$ cat src/rtl/itmr_pkg.sv
package itmr_pkg;

    typedef enum logic [1:0] {
        RATE_1    = 2'b00,
        RATE_8    = 2'b01,
        RATE_64   = 2'b10,
        RATE_1024 = 2'b11
    } rate_e;

    localparam int unsigned NUM_RATES = 4;

endpackage

$ cat src/rtl/itmr_decode.sv
module itmr_decode #(
    parameter int unsigned ADDR_W = 5,
    parameter int unsigned LOAD_BIT = 4,
    parameter int unsigned IEN_BIT = 3,
    parameter int unsigned WIN_BIT = 2
) (
    input  logic              tmr_sel,
    input  logic              wr,
    input  logic [ADDR_W-1:0] addr,
    output logic              acc,
    output logic              load,
    output logic              ien_val,
    output itmr_pkg::rate_e   load_rate
);
    always_comb begin
        acc       = tmr_sel && addr[WIN_BIT];
        load      = acc && wr && addr[LOAD_BIT];
        ien_val   = addr[IEN_BIT];
        load_rate = itmr_pkg::rate_e'(addr[1:0]);
    end
endmodule

$ cat src/rtl/itmr_prescaler.sv
module itmr_prescaler #(
    parameter int unsigned PRE_W = 10,
    parameter int unsigned SHIFTS [itmr_pkg::NUM_RATES] = '{0, 3, 6, 10}
) (
    input  logic [PRE_W-1:0] pre_q,
    input  itmr_pkg::rate_e  cur_rate,
    input  itmr_pkg::rate_e  load_rate,
    input  logic             load,
    output logic [PRE_W-1:0] pre_d,
    output logic             tick
);
    logic [PRE_W-1:0] reload_tbl [itmr_pkg::NUM_RATES];

    for (genvar g = 0; g < itmr_pkg::NUM_RATES; g++) begin : g_reload
        assign reload_tbl[g] = PRE_W'((64'd1 << SHIFTS[g]) - 64'd1);
    end

    always_comb begin
        tick  = 1'b0;
        if (load) begin
            pre_d = reload_tbl[load_rate];
        end else if (pre_q == '0) begin
            pre_d = reload_tbl[cur_rate];
            tick  = 1'b1;
        end else begin
            pre_d = pre_q - PRE_W'(1);
        end
    end
endmodule

$ cat src/rtl/itmr_top.sv
module itmr_top #(
    parameter int unsigned CNT_W  = 8,
    parameter int unsigned PRE_W  = 10,
    parameter int unsigned ADDR_W = 5
) (
    input  logic              clk,
    input  logic              rst_n,
    input  logic              tmr_sel,
    input  logic              wr,
    input  logic [ADDR_W-1:0] addr,
    input  logic [CNT_W-1:0]  wdata,
    output logic [CNT_W-1:0]  rdata,
    output logic              expired,
    output logic              irq_n
);
    import itmr_pkg::*;

    typedef struct packed {
        logic [CNT_W-1:0] count;
        logic [PRE_W-1:0] pre;
        rate_e            rate;
        logic             fast;
        logic             flag;
        logic             irq_en;
    } tmr_state_t;

    tmr_state_t s_q, s_d;

    logic             acc, load, ien_val, tick;
    rate_e            load_rate;
    logic [PRE_W-1:0] pre_nxt;
    logic             irq_en_q;

    itmr_decode #(.ADDR_W(ADDR_W)) u_dec (
        .tmr_sel   (tmr_sel),
        .wr        (wr),
        .addr      (addr),
        .acc       (acc),
        .load      (load),
        .ien_val   (ien_val),
        .load_rate (load_rate)
    );

    itmr_prescaler #(.PRE_W(PRE_W)) u_pre (
        .pre_q     (s_q.pre),
        .cur_rate  (s_q.rate),
        .load_rate (load_rate),
        .load      (load),
        .pre_d     (pre_nxt),
        .tick      (tick)
    );

    always_comb begin
        s_d     = s_q;
        s_d.pre = pre_nxt;
        if (acc) s_d.irq_en = ien_val;
        if (load) begin
            s_d.count = wdata;
            s_d.rate  = load_rate;
            s_d.fast  = 1'b0;
            s_d.flag  = 1'b0;
        end else begin
            if (s_q.count == '0) s_d.flag = 1'b1;
            if (tick || s_q.fast) begin
                if (s_q.count == '0) s_d.fast = 1'b1;
                s_d.count = s_q.count - CNT_W'(1);
            end
        end
    end

    always_ff @(posedge clk) begin
        if (!rst_n) begin
            s_q.count  <= '1;
            s_q.pre    <= '1;
            s_q.rate   <= RATE_1024;
            s_q.fast   <= 1'b0;
            s_q.flag   <= 1'b0;
            s_q.irq_en <= 1'b0;
        end else begin
            s_q <= s_d;
        end
    end

    assign irq_en_q = s_q.irq_en;
    assign rdata    = s_q.count;
    assign expired  = s_q.flag;
    assign irq_n    = ~(s_q.flag & irq_en_q);
endmodule

$ cat config.mk
export PLATFORM = sky130hd
export DESIGN_NAME = itmr_top
export DESIGN_NICKNAME = d
export VERILOG_FILES = /design/src/rtl/itmr_pkg.sv /design/src/rtl/itmr_decode.sv /design/src/rtl/itmr_prescaler.sv /design/src/rtl/itmr_top.sv
export SDC_FILE = /design/constraint.sdc
export NUM_CORES = 1
export LEC_CHECK = 0
export BUFFER_PORTS_ARGS = -buffer_cell sky130_fd_sc_hd__buf_4
export CAP_MARGIN = 30
export CORE_MARGIN = 2
export CORE_UTILIZATION = 33
export CTS_CLUSTER_DIAMETER = 60
export DETAILED_ROUTE_END_ITERATION = 10
export SLEW_MARGIN = 20
export SYNTH_ARGS = -nofsm -noshare
export SYNTH_HDL_FRONTEND = slang
export SYNTH_SLANG_ARGS = --single-unit
export TNS_END_PERCENT = 30
$ cat constraint.sdc
create_clock -name clk -period 2 [get_ports clk]
set_clock_uncertainty 0.2 [all_clocks]
set_input_delay 0.2 -clock clk [delete_from_list [all_inputs] [get_ports clk]]
set_output_delay 0.2 -clock clk [all_outputs]
set_load 0.005 [all_outputs]
==> results of run 1 <==
-- through the flow --
step | TNS [ns] | hold WS, ns | util
4_1_cts | 0 | 0.00493 | 0.433
6_report | 0 | 0.0123 | 0.435
2_1_floorplan | -0.00540 | 0.124 | -
3_5_place_dp | -0.0816 | 0.235 | 0.414
3_3_place_gp | 0 | 0.232 | 0.414
5_1_grt | -0.450 | 0.0227 | 0.435
-- worst max-delay path: stages, from the launching register on --
cell      delay (ns)
dfxtp_2         0.34
inv_2           0.06
ha_4            0.12
or4b_4          0.51
o311ai_4        0.27
buf_12          0.18
o21a_1          0.12
o21ai_1         0.07
-- what timing repair did --
item                                    CTS  global route
resized for setup                         3             1
buffers inserted                          1             1
endpoints found under the hold margin     1             0
endpoints found under the setup margin    6            17
pin swaps                                 1             2
cloned                                    0             0
hold buffers                              1             0
-- per-layer routing --
metal | up-vias | GRT usage | share of wire | routed length [um]
li1 | 666 | - | - | -
met1 | 639 | 0.181 | 0.42 | 1420
met2 | 25 | 0.302 | 0.53 | 1800
met3 | 2 | 0.0390 | 0.042 | 143
met4 | 0 | 0.0425 | 0.0074 | 25
met5 | - | 0 | 0 | 0
-- cells in the final DEF (no fill, tap or decap), drive strengths merged, types with 4 or more instances in the layout --
master / instances
a21oi: 7
nand3: 5
o21ai: 15
dfxtp: 23
a21o: 5
nand2: 18
buf: 43
a31oi: 4
nor3: 4
o31ai: 4
nor2: 12
inv: 6
-- path summary, 6_finish.rpt --
path / from / endpoint / slack (ns) / cells past startpoint
setup / recovery: s_q[6]$_SDFF_PN1_ / rdata[3]$_SDFFE_PN1P_ / 0.004 / 7
hold / removal: addr[3] / irq_en_q$_SDFFE_PN0N_ / 0.01 / 3
setup reg to reg: s_q[6]$_SDFF_PN1_ / rdata[3]$_SDFFE_PN1P_ / 0.004 / 7
hold reg to reg: irq_en_q$_SDFFE_PN0N_ / irq_en_q$_SDFFE_PN0N_ / 0.29 / 2
-- power by group through the flow --
stage          registers (mW)  clock network [mW]  logic (mW)
2_1_floorplan           0.498                   0      0.0635
3_3_place_gp            0.499                   0       0.111
3_5_place_dp            0.500                   0       0.116
4_1_cts                 0.489               0.303       0.119
5_1_grt                 0.492               0.321       0.131
6_report                0.489               0.295       0.117
-- Yosys cell counts, types with 2 or more instances --
| library cell | number | area, um^2 |
|---|---|---|
| dfxtp_1 | 23 | 460 |
| nand2_1 | 18 | 67.6 |
| nor2_1 | 12 | 45.0 |
| o21ai_0 | 11 | 55.1 |
| buf_4 | 8 | 60.1 |
| a21oi_1 | 7 | 35.0 |
| inv_1 | 6 | 22.5 |
| a21o_1 | 5 | 37.5 |
| clkbuf_1 | 5 | 18.8 |
| nand3_1 | 5 | 25.0 |
| a31oi_1 | 4 | 25.0 |
| o21ai_1 | 4 | 20.0 |
| o31ai_1 | 4 | 30.0 |
| a32oi_1 | 3 | 26.3 |
| buf_6 | 3 | 33.8 |
| ha_1 | 3 | 37.5 |
| nand2b_1 | 3 | 18.8 |
| nor2b_1 | 3 | 18.8 |
| nor3_1 | 3 | 15.0 |
| nor4_1 | 3 | 18.8 |
| or4_1 | 3 | 22.5 |
| a21boi_0 | 2 | 15.0 |
| nand4_1 | 2 | 12.5 |
| nor4b_1 | 2 | 17.5 |
| o211ai_1 | 2 | 15.0 |
| o21a_1 | 2 | 15.0 |
| o22ai_1 | 2 | 12.5 |
| xor2_1 | 2 | 17.5 |
-- flip-flops by register name (all words and copies together), names as in the netlist --
| signal | cells |
|---|---|
| s_q | 13 |
| rdata | 8 |
| expired | 1 |
| irq_en_q | 1 |
-- cells by family after synthesis --
kind of cell,synth area share
mux,0.00729
buf+inv,0.102
flops,0.335
compound gates,0.262
xor+xnor,0.0191
fa+ha+maj,0.0273
simple gates,0.247
-- layout make-up --
type	count	area share
clock buffer	3	0.0237
clock inverter	1	0.00288
inverter	6	0.0129
multi-input combinational	121	0.460
sequential	23	0.266
tap	50	0.0359
timing repair buffer	44	0.198
==> run_results.csv, run 1 <==
group,metric,value,unit
grt,grt_max_degree,21,
pwr,swShare,0.251,
clocking,path_clk_slew,0.09,ns
drt,routed_wl,3390,um
yosys,syn-cell-area,1370,um^2
pwr,p_total,0.901,mW
timing,slew_headroom,0.611,
drt,drt-wirelength-per-cell,13.7,um
yosys,synthCells,167,
place,portBuffers,26,
clocking,cts_made_buffers,3,
timing,slew_viol_final,0,
clocking,cts_root_buf,"clkbuf_8",
worst_setup_path,crit_required,1.95,ns
timing,hold_violations,0,
die,die_h,68.5,um
timing,period_needed,2.00,ns
clocking,cts_num_sinks,23,
timing,layout_setup_ws,0.00441,ns
place,dp_slack,-0.0280,ns
clocking,clockBufferDepth,2,
drt,drt_iter0_drc,69,
drt,drc_errors,0,
outcome,status,"finished clean",
grt,grt_use_total,0.162,
yosys,synthArstFlopShare,0,
final_layout,diodes,0,
yosys,synth_nets,187,
final_layout,syn_to_final_growth,26.7,%
drt,final_antenna_net_count,0,
pwr,power_frac_seq,0.543,
job,max_cap_violations,0,
yosys,yosysSeqAreaShare,0.335,
yosys,synth.distinct_cells,45,
place,place_area,1660,um^2
clocking,h-tree-depth,1,
pwr,p_switching,0.226,mW
timing,fmax,501,MHz
worst_setup_path,crit_path_end_kind,"flip-flop",
yosys,synth_edf_count,0,
drt,vias,1332,
die,start_util,0.343,
die,core,4000,um^2
timing,layout_worst_path_cycle_share,0.998,
die,rows,23,
worst_setup_path,crit_fanout,14,
worst_setup_path,cp.arrival,1.94,ns
die,die-area,4690,um^2
hold_path,hp-class,"in2reg",
drt,dr.pass1.iters,4,
grt,first_global_vias,1260,
drt,via_per_inst,5.37,
timing,setup_viol,0,
worst_setup_path,start_kind,"flip-flop",
place,dp.cells,241,
final_layout,fin_nets,219,
timing,tightestPinTransition,0.578,ns
final_layout,instances_no_fill,248,
grt,grt_antenna_before_repair,0,
die,die-width,68.5,um
pwr,ir_worst_vdd,0.000424,V
final_layout,post-route-cell-area,1740,um^2
place,place_hpwl,2560,um
final_layout,seq_area,463,um^2
yosys,synth.avg_cell_area,8.23,um^2
yosys,synth_seq_cells,23,
pwr,p_int,0.675,mW
final_layout,drive_gt1_frac,0.308,
grt,overflow,0,
place,gp_congestion,0.816,
pwr,power_frac_comb,0.130,
final_layout,fillers,405,
grt,grt_pass1_wl,5730,um
clocking,cts_tree,"done",
worst_setup_path,critical_path_class,"reg2reg",
pwr,cellPowerDensity,518,nW/um^2
yosys,synth_ff_type,"dfxtp_1",
die,io_pins,27,
clocking,insertion_delay,0.26,ns
yosys,yosysWarnings,0,
timing,grt_setup_unrepaired,"true",
pwr,power.share.clock,0.327,
final_layout,multi_input_comb_area,801,um^2
pwr,p_leak,0.743,nW
(Power assumes the default switching activity.)
==> run 2, diff against run 1 <==
- CORE_MARGIN: 2 -> 8
- clock period: 2 -> 2.4 ns (I/O delays scaled with it)
==> run_results.csv, run 2 (synthesis results as in run 1) <==
group,metric,value,unit
drt,drt-wirelength-per-cell,13.4,um
timing,slew_viol_final,0,
worst_setup_path,start_kind,"flip-flop",
die,io_pins,27,
place,place_hpwl,2300,um
grt,first_global_vias,1081,
job,max_cap_violations,0,
timing,slew_headroom,0.673,
final_layout,diodes,0,
clocking,cts_tree,"done",
timing,tightestPinTransition,0.490,ns
die,die_h,80.5,um
final_layout,syn_to_final_growth,15.9,%
timing,grt_setup_unrepaired,"false",
grt,grt_use_total,0.0955,
grt,grt_pass1_wl,5020,um
die,die-area,6480,um^2
worst_setup_path,cp_slowest_cell,"or4b_4",
final_layout,fillers,415,
clocking,insertion_delay,0.26,ns
timing,tns,0,ns
die,die-width,80.5,um
timing,hold_violations,0,
outcome,status,"finished clean",
clocking,cts_made_buffers,3,
clocking,h-tree-depth,1,
grt,grt_max_degree,27,
final_layout,drive_gt1_frac,0.217,
drt,routed_wl,3140,um
hold_path,hp-class,"in2reg",
grt,overflow,0,
die,core,4000,um^2
timing,period_needed,2.17,ns
clocking,path_clk_slew,0.08,ns
final_layout,mostFrequentLayoutCell,"buf_4",
worst_setup_path,crit_required,2.33,ns
clocking,cts.repair.resized,0,
place,gp_congestion,0.797,
worst_setup_path,cp.arrival,2.10,ns
timing,layout_worst_path_cycle_share,0.904,
clocking,cts_num_sinks,23,
drt,vias,1209,
drt,via_per_inst,5.17,
worst_setup_path,crit_fanout,7,
pwr,p_leak,0.678,nW
place,portBuffers,26,
final_layout,largest_register_ffs,13,
drt,final_antenna_net_count,0,
final_layout,final_cell_mix,"29 x buf_4, 23 x dfxtp_1, 18 x nand2_1",
worst_setup_path,slowest_delay,0.55,ns
worst_setup_path,ff2ff_setup_slack,0.23,ns
grt,grt_antenna_before_repair,0,
timing,fmax,461,MHz
timing,setup_viol,0,
final_layout,largest-register,"s_q",
final_layout,fin_nets,205,
drt,drc_errors,0,
clocking,hold_buffers,1,
final_layout,final_core_util,0.398,
drt,drt_iter0_drc,92,
clocking,clockBufferDepth,2,
worst_setup_path,critical_path_class,"reg2reg",
die,rows,23,
drt,dr.pass1.iters,4,
clocking,cts_root_buf,"clkbuf_8",
die,start_util,0.343,
pwr,cellPowerDensity,456,nW/um^2
worst_setup_path,crit_path_end_kind,"flip-flop",
pwr,ir_worst_vdd,0.000179,V
worst_setup_path,cp_cell_sequence,"inv_1 > ha_1 > or4b_4 > or3_4 > o21ai_1 > o21ai_0",
clocking,cts_setup_buffers,0,
run 2: layout make-up:
class	count	area (um^2)	share of cell area
Inverter	6	22.5	0.0141
Clock inverter	1	5.00	0.00314
Tap cell	50	62.6	0.0393
Sequential cell	23	460	0.289
Multi-Input combinational cell	121	773	0.485
Clock buffer	3	41.3	0.0259
Timing Repair Buffer	30	228	0.143
run 2: worst paths after layout:
path	start	to	cells after the start
worst min register to register	irq_en_q$_SDFFE_PN0N_	irq_en_q$_SDFFE_PN0N_	2
worst max-delay path	s_q[5]$_SDFF_PN1_	s_q[10]$_SDFF_PN1_	6
worst max register to register	s_q[5]$_SDFF_PN1_	s_q[10]$_SDFF_PN1_	6
worst min-delay path	addr[3]	irq_en_q$_SDFFE_PN0N_	3
run 2: worst max-delay path: cells and delay by family, from the launching register on:
family | cells | cell delay, ns
simple gates | 2 | 0.97
flops | 1 | 0.33
compound gates | 2 | 0.29
fa+ha+maj | 1 | 0.19
buf+inv | 1 | 0.06
run 2: per-layer routing:
layer	GRT usage	wire length (um)
met5	0	0
met4	0.0218	23
met3	0.0246	232
met2	0.152	1400
met1	0.124	1490
run 2: stage by stage:
stage | setup WS [ns] | instances | hold WS, ns | power, mW | cell area (um^2)
after floorplan | 0.286 | 167 | 0.164 | 0.463 | 1370
after global placement | 0.272 | 229 | 0.253 | 0.498 | 1540
after detailed placement | 0.236 | 229 | 0.267 | 0.498 | 1540
after CTS | 0.225 | 234 | 0.0544 | 0.740 | 1590
after global routing | 0.106 | 234 | 0.0682 | 0.765 | 1590
final | 0.231 | 234 | 0.0509 | 0.726 | 1590
run 2: power breakdown:
part,total [mW],switching [mW],internal [mW]
registers,0.409,0.0144,0.394
clock network,0.237,0.121,0.116
logic,0.0802,0.0383,0.0419
==> run 3, diff against run 2 <==
- ABC_AREA: not set -> 1
==> run_results.csv, run 3 <==
group,metric,value,unit
drt,dr_wl_met3,194,um
worst_setup_path,ff2ff_setup_slack,0.59,ns
pwr,ir_worst_vdd,0.000192,V
yosys,yosysSeqAreaShare,0.313,
clocking,hold_buffers,0,
drt,drt-wirelength-per-cell,11.0,um
clocking,cts_root_buf,"clkbuf_8",
yosys,synth_top_area_frac,0.313,
pwr,cellPowerDensity,472,nW/um^2
drt,met1_length,1560,um
timing,period_needed,1.81,ns
worst_setup_path,rr_worst_depth,8,
timing,fmax,552,MHz
pwr,p_total,0.795,mW
drt,dr.pass1.iters,4,
yosys,yosysWarnings,0,
clocking,h-tree-depth,1,
timing,tns,0,ns
die,rows,24,
final_layout,syn_to_final_growth,14.4,%
die,start_util,0.341,
worst_setup_path,critPathLaunch,"s_q[5]$_SDFF_PN1_",
drt,drt_iter0_drc,134,
job,max_cap_violations,0,
die,io_pins,27,
worst_setup_path,critical_path_class,"reg2reg",
worst_setup_path,cp.arrival,1.80,ns
grt,grt_antenna_before_repair,0,
grt,overflow,0,
timing,setup_viol,0,
grt,grt_use_total,0.0952,
worst_setup_path,reg2reg_from,"s_q[5]$_SDFF_PN1_",
timing,grt_setup_unrepaired,"false",
worst_setup_path,r2r-end,"rdata[0]$_SDFFE_PN1P_",
drt,wl_met2,1560,um
clocking,cts_made_buffers,3,
drt,vias,1454,
yosys,yosysTopAreaCell,"dfxtp_1",
worst_setup_path,crit_required,2.39,ns
timing,hold_violations,0,
drt,routed_wl,3360,um
grt,grt_pass1_wl,5660,um
yosys,synth_edf_count,0,
yosys,synthArstFlopShare,0,
die,die-width,82.8,um
die,core,4320,um^2
final_layout,drive_gt1_frac,0.185,
timing,slew_headroom,0.762,
grt,grt_max_degree,24,
drt,drc_errors,0,
clocking,path_clk_slew,0.08,ns
timing,tightestPinTransition,0.357,ns
final_layout,mostFrequentLayoutCell,"nand2_1",
final_layout,largest-register,"s_q",
clocking,cts.repair.resized,0,
final_layout,fin_nets,275,
timing,whs,0.0330,ns
final_layout,largest_register_ffs,13,
yosys,synthCells,236,
place,portBuffers,26,
yosys,synth.most_common_cell,"nand2_1",
yosys,synth.area.top_cells,"dfxtp_1 31%, nand2_1 19%, nand3_1 9.9%",
worst_setup_path,crit_path_end,"rdata[0]$_SDFFE_PN1P_",
worst_setup_path,crit_fanout,17,
outcome,status,"finished clean",
yosys,synth.distinct_cells,24,
clocking,clockBufferDepth,2,
clocking,insertion_delay,0.26,ns
die,die_h,82.8,um
yosys,synthTopCellsByCount,"73 x nand2_1, 29 x nand3_1, 28 x nor2_1, 24 x inv_1, 23 x dfxtp_1",
drt,highest_layer,"met4",
yosys,synth_nets,256,
final_layout,final_cell_mix,"73 x nand2_1, 29 x nand3_1, 28 x nor2_1",
place,gp_congestion,0.809,
yosys,syn-cell-area,1470,um^2
worst_setup_path,crit_path_end_kind,"flip-flop",
drt,final_antenna_net_count,0,
place,place_hpwl,2600,um
timing,slew_viol_final,0,
timing,layout_worst_path_cycle_share,0.755,
die,die-area,6860,um^2
pwr,p_leak,0.890,nW
clocking,cts_num_sinks,23,
clocking,cts_tree,"done",
final_layout,final_core_util,0.390,
yosys,synth_ff_type,"dfxtp_1",
hold_path,hp-class,"in2reg",
worst_setup_path,start_kind,"flip-flop",
yosys,synth_seq_cells,23,
yosys,synth.avg_cell_area,6.24,um^2
drt,via_per_inst,4.75,
final_layout,diodes,0,
grt,first_global_vias,1350,
clocking,cts_setup_buffers,0,
-- run 3: cell count changes in the layout (fill, tap and decap cells not counted), sizes merged, moves of 4 or more --
cell   delta
a21o      -5
a31oi     -4
inv      +22
nand2    +59
nand3    +25
nor2     +22
nor3      -4
o31ai     -4
-- run 3: cell type report --
cell class / count / area (um^2)
flip-flops and latches: 23 / 460
repair buffers: 26 / 195
multi-input cells: 173 / 812
fillers: 479 / 2640
inverters: 28 / 108
clock buffers: 4 / 45.0
well taps: 52 / 65.1
-- run 3: how the worst min path moves through the flow --
stage	from	to	depth (start not counted)
after floorplan	addr[3]	irq_en_q$_SDFFE_PN0N_	2
after global placement	expired$_SDFFE_PP0P_	expired$_SDFFE_PP0P_	2
after detailed placement	expired$_SDFFE_PP0P_	expired$_SDFFE_PP0P_	2
after CTS	addr[3]	irq_en_q$_SDFFE_PN0N_	3
after global routing	rst_n	rdata[2]$_SDFFE_PN1P_	2
final	addr[3]	irq_en_q$_SDFFE_PN0N_	3
-- run 3: where the power goes --
part | switching (mW) | internal [mW] | leakage [nW]
clock | 0.121 | 0.118 | 0.0228
sequential | 0.0196 | 0.404 | 0.188
combinational | 0.0724 | 0.0600 | 0.679
-- run 3: kinds of logic after synthesis --
logic type	share of synthesized area
compound gates	0.0748
flops	0.313
xor+xnor	0.0119
fa+ha+maj	0.0255
buf+inv	0.136
simple gates	0.439
-- run 3: per-stage QoR --
step	std cells	setup slack [ns]	area [um^2]
2_1_floorplan	236	0.862	1470
4_1_cts	306	0.596	1690
3_5_place_dp	302	0.610	1640
5_1_grt	306	0.424	1690
3_3_place_gp	302	0.646	1640
6_report	306	0.589	1690
-- run 3: per-layer routing --
metal,vias up,track usage
li1,770,-
met1,636,0.109
met2,44,0.160
met3,4,0.0225
met4,0,0.0479
met5,-,0
-- run 3: critical path, cell delays in order, from the launching register on --
cell and delay [ns]:
dfxtp_1 0.32, inv_1 0.10, ha_1 0.21, nand2_2 0.07, nor2_2 0.09, nand3_2 0.30, nand2_2 0.29, nand2_1 0.08
o211ai_1 0.08
